<file path="config.mk">
export PLATFORM = sky130hd
export DESIGN_NAME = svm_fault_mod
export DESIGN_NICKNAME = d
export VERILOG_FILES = /design/src/rtl/svm_fault_pkg.sv /design/src/rtl/svm_sector_dec.sv /design/src/rtl/svm_dwell_calc.sv /design/src/rtl/svm_fault_mod.sv
export SDC_FILE = /design/constraint.sdc
export NUM_CORES = 1
export LEC_CHECK = 0
export BUFFER_PORTS_ARGS = -buffer_cell sky130_fd_sc_hd__buf_2
export CELL_PAD_IN_SITES_DETAIL_PLACEMENT = 1
export CELL_PAD_IN_SITES_GLOBAL_PLACEMENT = 2
export CORE_AREA = 4 4 318 320
export CTS_BUF_LIST = sky130_fd_sc_hd__clkbuf_8
export DETAILED_ROUTE_END_ITERATION = 6
export DIE_AREA = 0 0 322 324
export GPL_TIMING_DRIVEN = 0
export PLACE_DENSITY_LB_ADDON = 0.1
export RECOVER_POWER = 100
export SYNTH_ARGS = -nofsm -noshare
export SYNTH_HDL_FRONTEND = slang
export SYNTH_SLANG_ARGS = --single-unit
export TNS_END_PERCENT = 20
</file>
<file path="constraint.sdc">
create_clock -name clk -period 4.9 [get_ports clk]
set_input_delay 0 -clock clk [delete_from_list [all_inputs] [get_ports clk]]
set_output_delay 0 -clock clk [all_outputs]
set_load 0.05 [all_outputs]
</file>
<file path="src/rtl/svm_fault_pkg.sv">
package svm_fault_pkg;

    typedef logic [2:0] sector_t;
    typedef logic [2:0] vidx_t;
    typedef logic [2:0] legs_t;

    // Switch pattern {leg A, leg B, neutral leg} for each vector index.
    function automatic legs_t vec_bits(input vidx_t idx);
        legs_t b;
        case (idx)
            3'd0:    b = 3'b000;
            3'd1:    b = 3'b100;
            3'd2:    b = 3'b110;
            3'd3:    b = 3'b010;
            3'd4:    b = 3'b011;
            3'd5:    b = 3'b001;
            3'd6:    b = 3'b101;
            default: b = 3'b111;
        endcase
        return b;
    endfunction

    // Active vector that follows vector k, with v6 wrapping to v1.
    function automatic vidx_t next_active(input sector_t k);
        return (k == 3'd6) ? 3'd1 : vidx_t'(k + 3'd1);
    endfunction

endpackage

</file>
<file path="src/rtl/svm_sector_dec.sv">
module svm_sector_dec
    import svm_fault_pkg::*;
#(
    parameter int REF_W = 12
) (
    input  logic signed [REF_W-1:0] re_i,
    input  logic signed [REF_W-1:0] im_i,
    output sector_t                 sec_o,
    output logic [REF_W:0]          mag_a_o,
    output logic [REF_W:0]          mag_b_o
);

    localparam int EXT_W = REF_W + 1;

    logic signed [EXT_W-1:0] x, y, x_m_y, y_m_x, neg_x, neg_y;

    assign x     = {re_i[REF_W-1], re_i};
    assign y     = {im_i[REF_W-1], im_i};
    assign x_m_y = x - y;
    assign y_m_x = y - x;
    assign neg_x = -x;
    assign neg_y = -y;

    always_comb begin
        if (x > 0 && y >= 0)       sec_o = (x > y) ? 3'd1 : 3'd2;
        else if (x <= 0 && y > 0)  sec_o = 3'd3;
        else if (x < 0 && y <= 0)  sec_o = (x < y) ? 3'd4 : 3'd5;
        else if (x >= 0 && y < 0)  sec_o = 3'd6;
        else                       sec_o = 3'd1;   // origin
    end

    always_comb begin
        case (sec_o)
            3'd1:    begin mag_a_o = $unsigned(x_m_y); mag_b_o = $unsigned(y);     end
            3'd2:    begin mag_a_o = $unsigned(x);     mag_b_o = $unsigned(y_m_x); end
            3'd3:    begin mag_a_o = $unsigned(y);     mag_b_o = $unsigned(neg_x); end
            3'd4:    begin mag_a_o = $unsigned(y_m_x); mag_b_o = $unsigned(neg_y); end
            3'd5:    begin mag_a_o = $unsigned(neg_x); mag_b_o = $unsigned(x_m_y); end
            default: begin mag_a_o = $unsigned(neg_y); mag_b_o = $unsigned(x);     end
        endcase
    end

endmodule

</file>
<file path="src/rtl/svm_dwell_calc.sv">
module svm_dwell_calc #(
    parameter int REF_W  = 12,
    parameter int FRAC_W = 10,
    parameter int LAM_W  = 8,
    parameter int PERIOD = 100,
    parameter int CNT_W  = 7
) (
    input  logic [REF_W:0]   mag_a_i,
    input  logic [REF_W:0]   mag_b_i,
    input  logic [LAM_W-1:0] lam_i,
    output logic [CNT_W-1:0] ta_o,
    output logic [CNT_W-1:0] tb_o,
    output logic [CNT_W-1:0] t0_o,
    output logic [CNT_W-1:0] t7_o,
    output logic             ovm_o
);

    localparam int SUM_W  = REF_W + 2;
    localparam int PROD_W = SUM_W + CNT_W;
    localparam int NP_W   = CNT_W + LAM_W;
    localparam logic [SUM_W-1:0]  FULL  = SUM_W'(2 ** FRAC_W);
    localparam logic [PROD_W-1:0] PER_P = PROD_W'(PERIOD);
    localparam logic [CNT_W-1:0]  PER_C = CNT_W'(PERIOD);

    logic [SUM_W-1:0]  sum_ab;
    logic [PROD_W-1:0] prod_a, prod_b, divisor, quot_a;
    logic [CNT_W-1:0]  nul;
    logic [NP_W-1:0]   nprod;

    always_comb begin
        sum_ab  = SUM_W'(mag_a_i) + SUM_W'(mag_b_i);
        ovm_o   = (sum_ab > FULL);
        prod_a  = PROD_W'(mag_a_i) * PER_P;
        prod_b  = PROD_W'(mag_b_i) * PER_P;
        divisor = ovm_o ? PROD_W'(sum_ab) : PROD_W'(1);
        quot_a  = prod_a / divisor;
        if (ovm_o) begin
            ta_o = CNT_W'(quot_a);
            tb_o = PER_C - CNT_W'(quot_a);
        end else begin
            ta_o = CNT_W'(prod_a >> FRAC_W);
            tb_o = CNT_W'(prod_b >> FRAC_W);
        end
        nul   = PER_C - ta_o - tb_o;
        nprod = NP_W'(nul) * NP_W'(lam_i);
        t0_o  = CNT_W'(nprod >> LAM_W);
        t7_o  = nul - t0_o;
    end

endmodule

</file>
<file path="src/rtl/svm_fault_mod.sv">
module svm_fault_mod
    import svm_fault_pkg::*;
#(
    parameter int REF_W  = 12,
    parameter int FRAC_W = 10,
    parameter int LAM_W  = 8,
    parameter int PERIOD = 100
) (
    input  logic                    clk,
    input  logic                    rst_n,
    input  logic                    en,
    input  logic signed [REF_W-1:0] ref_re,
    input  logic signed [REF_W-1:0] ref_im,
    input  logic [LAM_W-1:0]        lam,
    output logic [2:0]              sw_hi,
    output logic [2:0]              sw_lo,
    output logic                    ovm
);

    localparam int CNT_W = $clog2(PERIOD + 1);
    localparam logic [CNT_W-1:0] LAST = CNT_W'(PERIOD - 1);

    typedef struct packed {
        sector_t          sec;
        logic [CNT_W-1:0] end_z;   // end of opening null slot
        logic [CNT_W-1:0] end_a;   // end of first active slot
        logic [CNT_W-1:0] end_b;   // end of second active slot
        logic             ovm;
    } per_t;

    typedef struct packed {
        logic [CNT_W-1:0] cnt;
        per_t             per;
        legs_t            hi;
        logic             ovm;
    } st_t;

    st_t st_d, st_q;

    sector_t          sec_c;
    logic [REF_W:0]   mag_a_c, mag_b_c;
    logic [CNT_W-1:0] ta_c, tb_c, t0_c, t7_c;
    logic             ovm_c;
    vidx_t            idx_c;

    svm_sector_dec #(.REF_W(REF_W)) u_sec (
        .re_i    (ref_re),
        .im_i    (ref_im),
        .sec_o   (sec_c),
        .mag_a_o (mag_a_c),
        .mag_b_o (mag_b_c)
    );

    svm_dwell_calc #(
        .REF_W  (REF_W),
        .FRAC_W (FRAC_W),
        .LAM_W  (LAM_W),
        .PERIOD (PERIOD),
        .CNT_W  (CNT_W)
    ) u_dwell (
        .mag_a_i (mag_a_c),
        .mag_b_i (mag_b_c),
        .lam_i   (lam),
        .ta_o    (ta_c),
        .tb_o    (tb_c),
        .t0_o    (t0_c),
        .t7_o    (t7_c),
        .ovm_o   (ovm_c)
    );

    always_comb begin
        st_d  = st_q;
        idx_c = 3'd0;
        if (!en) begin
            st_d.cnt = LAST;
            st_d.hi  = 3'b000;
            st_d.ovm = 1'b0;
        end else begin
            if (st_q.cnt == LAST) begin
                st_d.cnt       = '0;
                st_d.per.sec   = sec_c;
                st_d.per.end_z = t0_c;
                st_d.per.end_a = t0_c + ta_c;
                st_d.per.end_b = t0_c + ta_c + tb_c;
                st_d.per.ovm   = ovm_c;
            end else begin
                st_d.cnt = st_q.cnt + 1'b1;
            end
            if (st_d.cnt < st_d.per.end_z)      idx_c = 3'd0;
            else if (st_d.cnt < st_d.per.end_a) idx_c = st_d.per.sec;
            else if (st_d.cnt < st_d.per.end_b) idx_c = next_active(st_d.per.sec);
            else                                idx_c = 3'd7;
            st_d.hi  = vec_bits(idx_c);
            st_d.ovm = st_d.per.ovm;
        end
    end

    always_ff @(posedge clk or negedge rst_n) begin
        if (!rst_n) begin
            st_q     <= '0;
            st_q.cnt <= LAST;
        end else begin
            st_q <= st_d;
        end
    end

    assign sw_hi = st_q.hi;
    assign sw_lo = ~st_q.hi;
    assign ovm   = st_q.ovm;

    // a disabled cycle leaves the legs in the v0 state with no flag
    p_disable_v0_r2: assert property (@(posedge clk) disable iff (!rst_n)
        !en |=> (sw_hi == 3'b000 && !ovm));

    // decoded sector always lies in 1..6
    p_sector_range_r4: assert property (@(posedge clk) disable iff (!rst_n)
        (sec_c >= 3'd1 && sec_c <= 3'd6));

    // once the closing null vector is reached it holds to the period end
    p_close_hold_r5: assert property (@(posedge clk) disable iff (!rst_n)
        (en && $past(en) && st_q.cnt != '0 && $past(sw_hi) == 3'b111)
        |-> sw_hi == 3'b111);

    // all four dwell slots fill the period exactly
    p_slots_fill_r7: assert property (@(posedge clk) disable iff (!rst_n)
        (int'(ta_c) + int'(tb_c) + int'(t0_c) + int'(t7_c)) == PERIOD);

    // overmodulation leaves no null time
    p_ovm_no_null_r8: assert property (@(posedge clk) disable iff (!rst_n)
        ovm_c |-> (t0_c == '0 && t7_c == '0));

    // latched period data does not move inside a period
    p_hold_period_r9: assert property (@(posedge clk) disable iff (!rst_n)
        (en && $past(en) && st_q.cnt != '0) |-> $stable(st_q.per));

    // the cycle counter never passes the last slot of a period
    p_cnt_bound_r10: assert property (@(posedge clk) disable iff (!rst_n)
        st_q.cnt <= LAST);

endmodule

</file>
==> qor.csv, run 1 <==
stage,metric,value,unit
worst_setup_path,cp.required,5.13,ns
min_path,holdPathStages,2,
finish,synthToLayoutAreaGrowth,46.7,%
sta,max_slew.worst_pin.slew,1.97,ns
synth,synth_cell_types,121,
sta,rsz0062_at_grt,true,
global_route,grt_overflow,0,
synth,syn_area,25400,um2
worst_setup_path,crit_path_top_delay_cell,or4_4,
synth,postSynthCellCount,3493,
sta,setup_viol,26,
placed_design,dp_slack,-68.32,ns
placed_design,post-dp-hpwl,86.6,mm
cts,clk_pin_slew,0.07,ns
status,outcome,finished with violations,
sta,period_share,1250,%
worst_setup_path,r2r_start,st_q[29]$_DFF_PN1_,
detailed_routing,vias,29600,
synth,synth_top_cell_by_area,ha_1,
status,violations,"max-capacitance violations, max-slew violations, negative setup slack",
synth,syn_nets,3971,
floorplanning,start_util,25.9,%
global_route,grt_pass1_vias,32000,
worst_setup_path,rr_worst_depth,16,
detailed_routing,ant_nets,0,
detailed_routing,drtPass1Iterations,5,
placed_design,globalplace.congestion,0.861,
finish,drive_gt1_share,36.3,%
synth,synthFlopType,dfrtp_1,
finish,nets,4648,
sta,finalMaxSlewViolations,37,
finish,n_fill_cell,11600,
cts,cts_buffers,5,
cts,clk_path_buf_depth,2,
worst_setup_path,cp-start-kind,primary input,
worst_setup_path,path_buf_inv,121,
floorplanning,core_area,98100,um2
worst_setup_path,crit_type,primary input to register,
worst_setup_path,crit_cells,369,
floorplanning,rows,115,
detailed_routing,wl,119,mm
worst_setup_path,cp_max_fo,11,
placed_design,port_buffers,40,
global_route,grt_pass1_wl,182,mm
worst_setup_path,worstPathArrival,61.52,ns
worst_setup_path,slowest_delay,0.51,ns
sta,worst_slack,-56.39,ns
worst_setup_path,crit_path_end_kind,register,
synth,ys_seq_area_share,3.56,%
synth,syn-mean-instance-area,7.28,um2
floorplanning,die_h,324,um
min_path,min_from,en,
cts,cts.sinks,36,
floorplanning,die_area,104000,um2
cts,htree_levels,2,
synth,ys_warn_count,0,
global_route,grt_max_degree,37,
floorplanning,ios,42,
detailed_routing,drc_errors,0,
sta,clock-skew-final,0.00788,ns
synth,netlist.area_leader.share,19.3,%
synth,ys_top_cells_by_area,"ha_1 (19%), xnor2_1 (6.7%), a21oi_1 (6.1%)",
sta,relSlewSlack,-31.2,%
floorplanning,die_w,322,um
finish,final_cell_mix,"buf_4 (621), ha_1 (295), nor2_1 (244)",
detailed_routing,viasPerCell,5.42,
worst_setup_path,cp_top_family,compound AO/OA/AOI/OAI gates,
sta,max_freq,16.3,MHz
sta,setup_tns,-1310.70,ns
finish,final_core_util,38.0,%
sta,finalHoldViolCount,0,
synth,async_flop_share,100,%
worst_setup_path,crit_path_frequent_cell,buf_4,
worst_setup_path,cp-startpoint,ref_re[0],
synth,synth_edf_count,0,
detailed_routing,first_iter_violations,1296,
min_path,hold_class,primary input to register,
detailed_routing,post_drt_wl_per_cell,21.8,um
global_route,antenna_found_initial,2,
cts,root_buffer,clkbuf_8,
finish,antenna_cells,0,
sta,period_needed,61.29,ns
cts,clock_latency,0.30,ns
global_route,grtUsageTotal,21.8,%
synth,ys_ff_latch,36,
flow_run,cap_violations,1,
cts,cts_tree,done,
finish,final_common_cell,buf_4,
[logic make-up after synthesis]
logic type                 Yosys count  synth area share [%]
AOI/OAI and AO/OA                 1124                  30.3
xor gates and xnor gates           273                  9.50
adders and majority gates          444                  23.3
buffers and inverters              317                  4.89
DFF                                 36                  3.56
muxes                              118                  5.07
other                                1                0.0148
and+or+nand+nor                   1180                  23.4
[worst paths after layout]
| kind | slack [ns] | to |
|---|---|---|
| worst max-delay path | -56.39 | sw_hi[2]$_DFF_PN0_ |
| worst min-delay path | 0.1 | st_q[35]$_DFF_PN1_ |
| worst max register to register | -0.45 | sw_hi[2]$_DFF_PN0_ |
| worst min register to register | 0.49 | st_q[4]$_DFFE_PN0P_ |
| max in group asynchronous | 2.99 | st_q[27]$_DFFE_PN0P_ |
| min in group asynchronous | 0.78 | st_q[19]$_DFFE_PN0P_ |
[Yosys cell counts (all sizes together) (22+ instances only)]
cell,number
ha,393
a21oi,318
nor2,309
nand2,273
o21ai,214
inv,210
xnor2,196
nor3,133
a21o,121
clkbuf,80
xor2,77
nand3,76
o21a,75
nand2b,74
mux2,73
and2,66
fa,50
nor2b,50
nand4,49
o21bai,46
mux2i,45
o31ai,38
a211oi,32
dfrtp,32
o211ai,31
or2,29
a31oi,27
buf,26
or3,26
nor4,24
and3,22
[cell type report]
cell class | instances | area [um2] | share of cell area (%)
clock buffers | 5 | 68.8 | 0.185
clock inverters | 2 | 8.76 | 0.0235
repair buffers | 678 | 5280 | 14.1
flip-flops and latches | 36 | 906 | 2.43
plain buffers | 96 | 1180 | 3.15
multi-input cells | 3142 | 27400 | 73.4
inverters | 211 | 858 | 2.30
well taps | 1287 | 1610 | 4.32
[state kept, by name (all words and copies together) (netlist names)]
register and cells:
sw_hi 3, ovm 1, st_q 32
[worst register-to-register path: stages (launching register included)]
cell      delay (ns)
dfstp_1         0.66
ha_1            0.31
nand3_1         0.15
nor4_1          0.71
clkbuf_1        0.76
clkbuf_1        0.59
nor2_1          0.26
ha_1            0.33
a21o_1          0.17
a21oi_1         0.18
nor2b_1         0.07
o21ai_0         0.14
nand2b_1        0.10
a21oi_1         0.28
nor2_1          0.09
a221o_1         0.35
a21oi_2         0.14
[what timing repair did]
item / CTS / global route
pin swaps: 352 / 301
hold endpoints to repair: 32 / 0
buffers inserted: 515 / 124
gates cloned: 5 / 0
resized for setup: 530 / 234
setup endpoints to repair: 26 / 26
hold buffers: 1 / 0
[layer usage]
layer  global-route usage (%)  up-vias  part of all wire, %
li1                         -    14200                    -
met1                     26.2    14800                   43
met2                     42.3      396                   52
met3                    0.693      172                  1.5
met4                     5.72        0                  2.9
met5                        0        -                    0
[stage by stage]
stage                     instance area, um2  cells  hold slack (ns)
after CTS                              35300   5339            0.108
after floorplan                        26700   3493           -0.296
after global placement                 28500   4820            0.152
final                                  37300   5457           0.0973
after global routing                   37300   5457            0.120
after detailed placement               28500   4820            0.164
Power of run 1 is left out: the tool's default activity adds up to more than one toggle a clock period on the data nets, which glitch-free logic cannot reach.
==> run 2: changes to the inputs <==
CORE_AREA = 4 4 379 269   (was 4 4 318 320)
DIE_AREA = 0 0 383 273   (was 0 0 322 324)
REMOVE_ABC_BUFFERS = 1   (was unset)
==> qor.csv, run 2 (synthesized netlist as in run 1, its figures left out) <==
stage,metric,value,unit
worst_setup_path,crit_path_end_kind,register,
detailed_routing,drc_errors,0,
worst_setup_path,worstPathArrival,60.86,ns
floorplanning,die_h,273,um
sta,finalMaxSlewViolations,37,
flow_run,cap_violations,1,
sta,rsz0062_at_grt,true,
floorplanning,core_area,97800,um2
cts,cts.sinks,36,
sta,worst_slack,-55.75,ns
sta,period_needed,60.65,ns
cts,cts_buffers,5,
global_route,grt_max_degree,47,
sta,fin_hold_ws,0.281,ns
floorplanning,die_area,105000,um2
placed_design,port_buffers,41,
placed_design,globalplace.congestion,0.843,
worst_setup_path,cp-start-kind,primary input,
detailed_routing,viasPerCell,5.41,
cts,htree_levels,2,
detailed_routing,first_iter_violations,1473,
min_path,min_from,en,
detailed_routing,wl,121,mm
finish,synthToLayoutAreaGrowth,45.6,%
floorplanning,die_w,383,um
status,outcome,finished with violations,
global_route,grtUsageTotal,21.9,%
detailed_routing,post_drt_wl_per_cell,22.0,um
worst_setup_path,cp_max_fo,8,
global_route,grt_pass1_wl,184,mm
global_route,antenna_found_initial,1,
sta,max_slew.worst_pin.slew,2.08,ns
finish,multiInputGateArea,27300,um2
floorplanning,ios,42,
cts,cts_tree,done,
global_route,grt_pass1_vias,31300,
finish,n_fill_cell,11700,
finish,largest_reg_flops,32,
worst_setup_path,crit_type,primary input to register,
cts,clk_path_buf_depth,2,
worst_setup_path,cp-startpoint,ref_im[0],
min_path,hold_class,primary input to register,
worst_setup_path,cp.required,5.11,ns
worst_setup_path,crit_path_frequent_cell,buf_4,
sta,clock-skew-final,0.00659,ns
floorplanning,start_util,26.0,%
global_route,grt_overflow,0,
detailed_routing,vias,29800,
sta,period_share,1240,%
placed_design,dp_slack,-80.20,ns
floorplanning,rows,96,
worst_setup_path,slowest_delay,0.65,ns
cts,clk_pin_slew,0.07,ns
worst_setup_path,r2r_start,st_q[29]$_DFF_PN1_,
cts,clock_latency,0.29,ns
finish,final_cell_mix,"buf_4 (704), ha_1 (298), nand2_1 (247)",
status,violations,"max-capacitance violations, max-slew violations, negative setup slack",
finish,largest-register,st_q,
finish,drive_gt1_share,36.3,%
worst_setup_path,crit_path_top_delay_cell,or4_4,
sta,setup_viol,26,
finish,antenna_cells,0,
finish,register_area,906,um2
sta,finalHoldViolCount,0,
finish,nets,4667,
detailed_routing,ant_nets,0,
finish,final_common_cell,buf_4,
detailed_routing,drtPass1Iterations,6,
sta,max_freq,16.5,MHz
placed_design,post-dp-hpwl,84.9,mm
cts,root_buffer,clkbuf_8,
sta,relSlewSlack,-38.7,%
[run 2: routing by layer]
metal / wire (um) / vias up / share of wire, % / GRT usage, %
met3: 3620 / 143 / 3.0 / 1.96
met4: 2150 / 0 / 1.8 / 3.82
li1: - / 14300 / - / -
met5: 0 / - / 0 / 0
met2: 55600 / 503 / 46 / 36.7
met1: 59900 / 14900 / 49 / 30.8
[run 2: final cells by class]
| cell class | instances | area share (%) |
|---|---|---|
| well taps | 1323 | 4.47 |
| clock buffers | 5 | 0.186 |
| repair buffers | 788 | 16.9 |
| flip-flops and latches | 36 | 2.45 |
| multi-input cells | 3147 | 73.7 |
| inverters | 211 | 2.25 |
| clock inverters | 2 | 0.0237 |
[run 2: metrics by stage]
step	cells	area (um2)	setup TNS [ns]	util, %
after floorplan	3387	25000	-1453.81	-
after global placement	4751	26800	-2046.21	27.4
after detailed placement	4767	27100	-1883.82	27.8
after CTS	5390	35000	-1287.56	35.7
after global routing	5512	37000	-1367.99	37.9
final	5512	37000	-1298.08	37.9
[run 2: worst paths after layout]
kind | depth (start not counted) | end | slack, ns
worst max-delay path | 380 | sw_hi[2]$_DFF_PN0_ | -55.75
worst min-delay path | 2 | st_q[30]$_DFF_PN1_ | 0.28
worst max register to register | 17 | sw_hi[0]$_DFF_PN0_ | 0.08
worst min register to register | 2 | st_q[4]$_DFFE_PN0P_ | 0.50
max in group asynchronous | 2 | st_q[11]$_DFFE_PN0P_ | 2.87
min in group asynchronous | 2 | st_q[21]$_DFFE_PN0P_ | 0.84
[run 2: critical path: cells and delay by family]
family / cells / cell delay (ns)
adder cells (fa/ha/maj): 33 / 9.87
buffers and inverters: 134 / 15.90
AO/OA/AOI/OAI: 131 / 22.55
AND/OR/NAND/NOR: 62 / 8.41
multiplexers: 4 / 1.15
XOR/XNOR: 16 / 2.90
[run 2: repair_timing]
| action | CTS | global route |
|---|---|---|
| endpoints found under the hold margin | 32 | 0 |
| endpoints found under the setup margin | 26 | 26 |
| cloned | 9 | 0 |
| buffers inserted | 607 | 128 |
| hold buffers | 1 | 0 |
| pin swaps | 377 | 304 |
| gates resized for setup | 651 | 211 |
Power of run 2 is left out for the same reason.
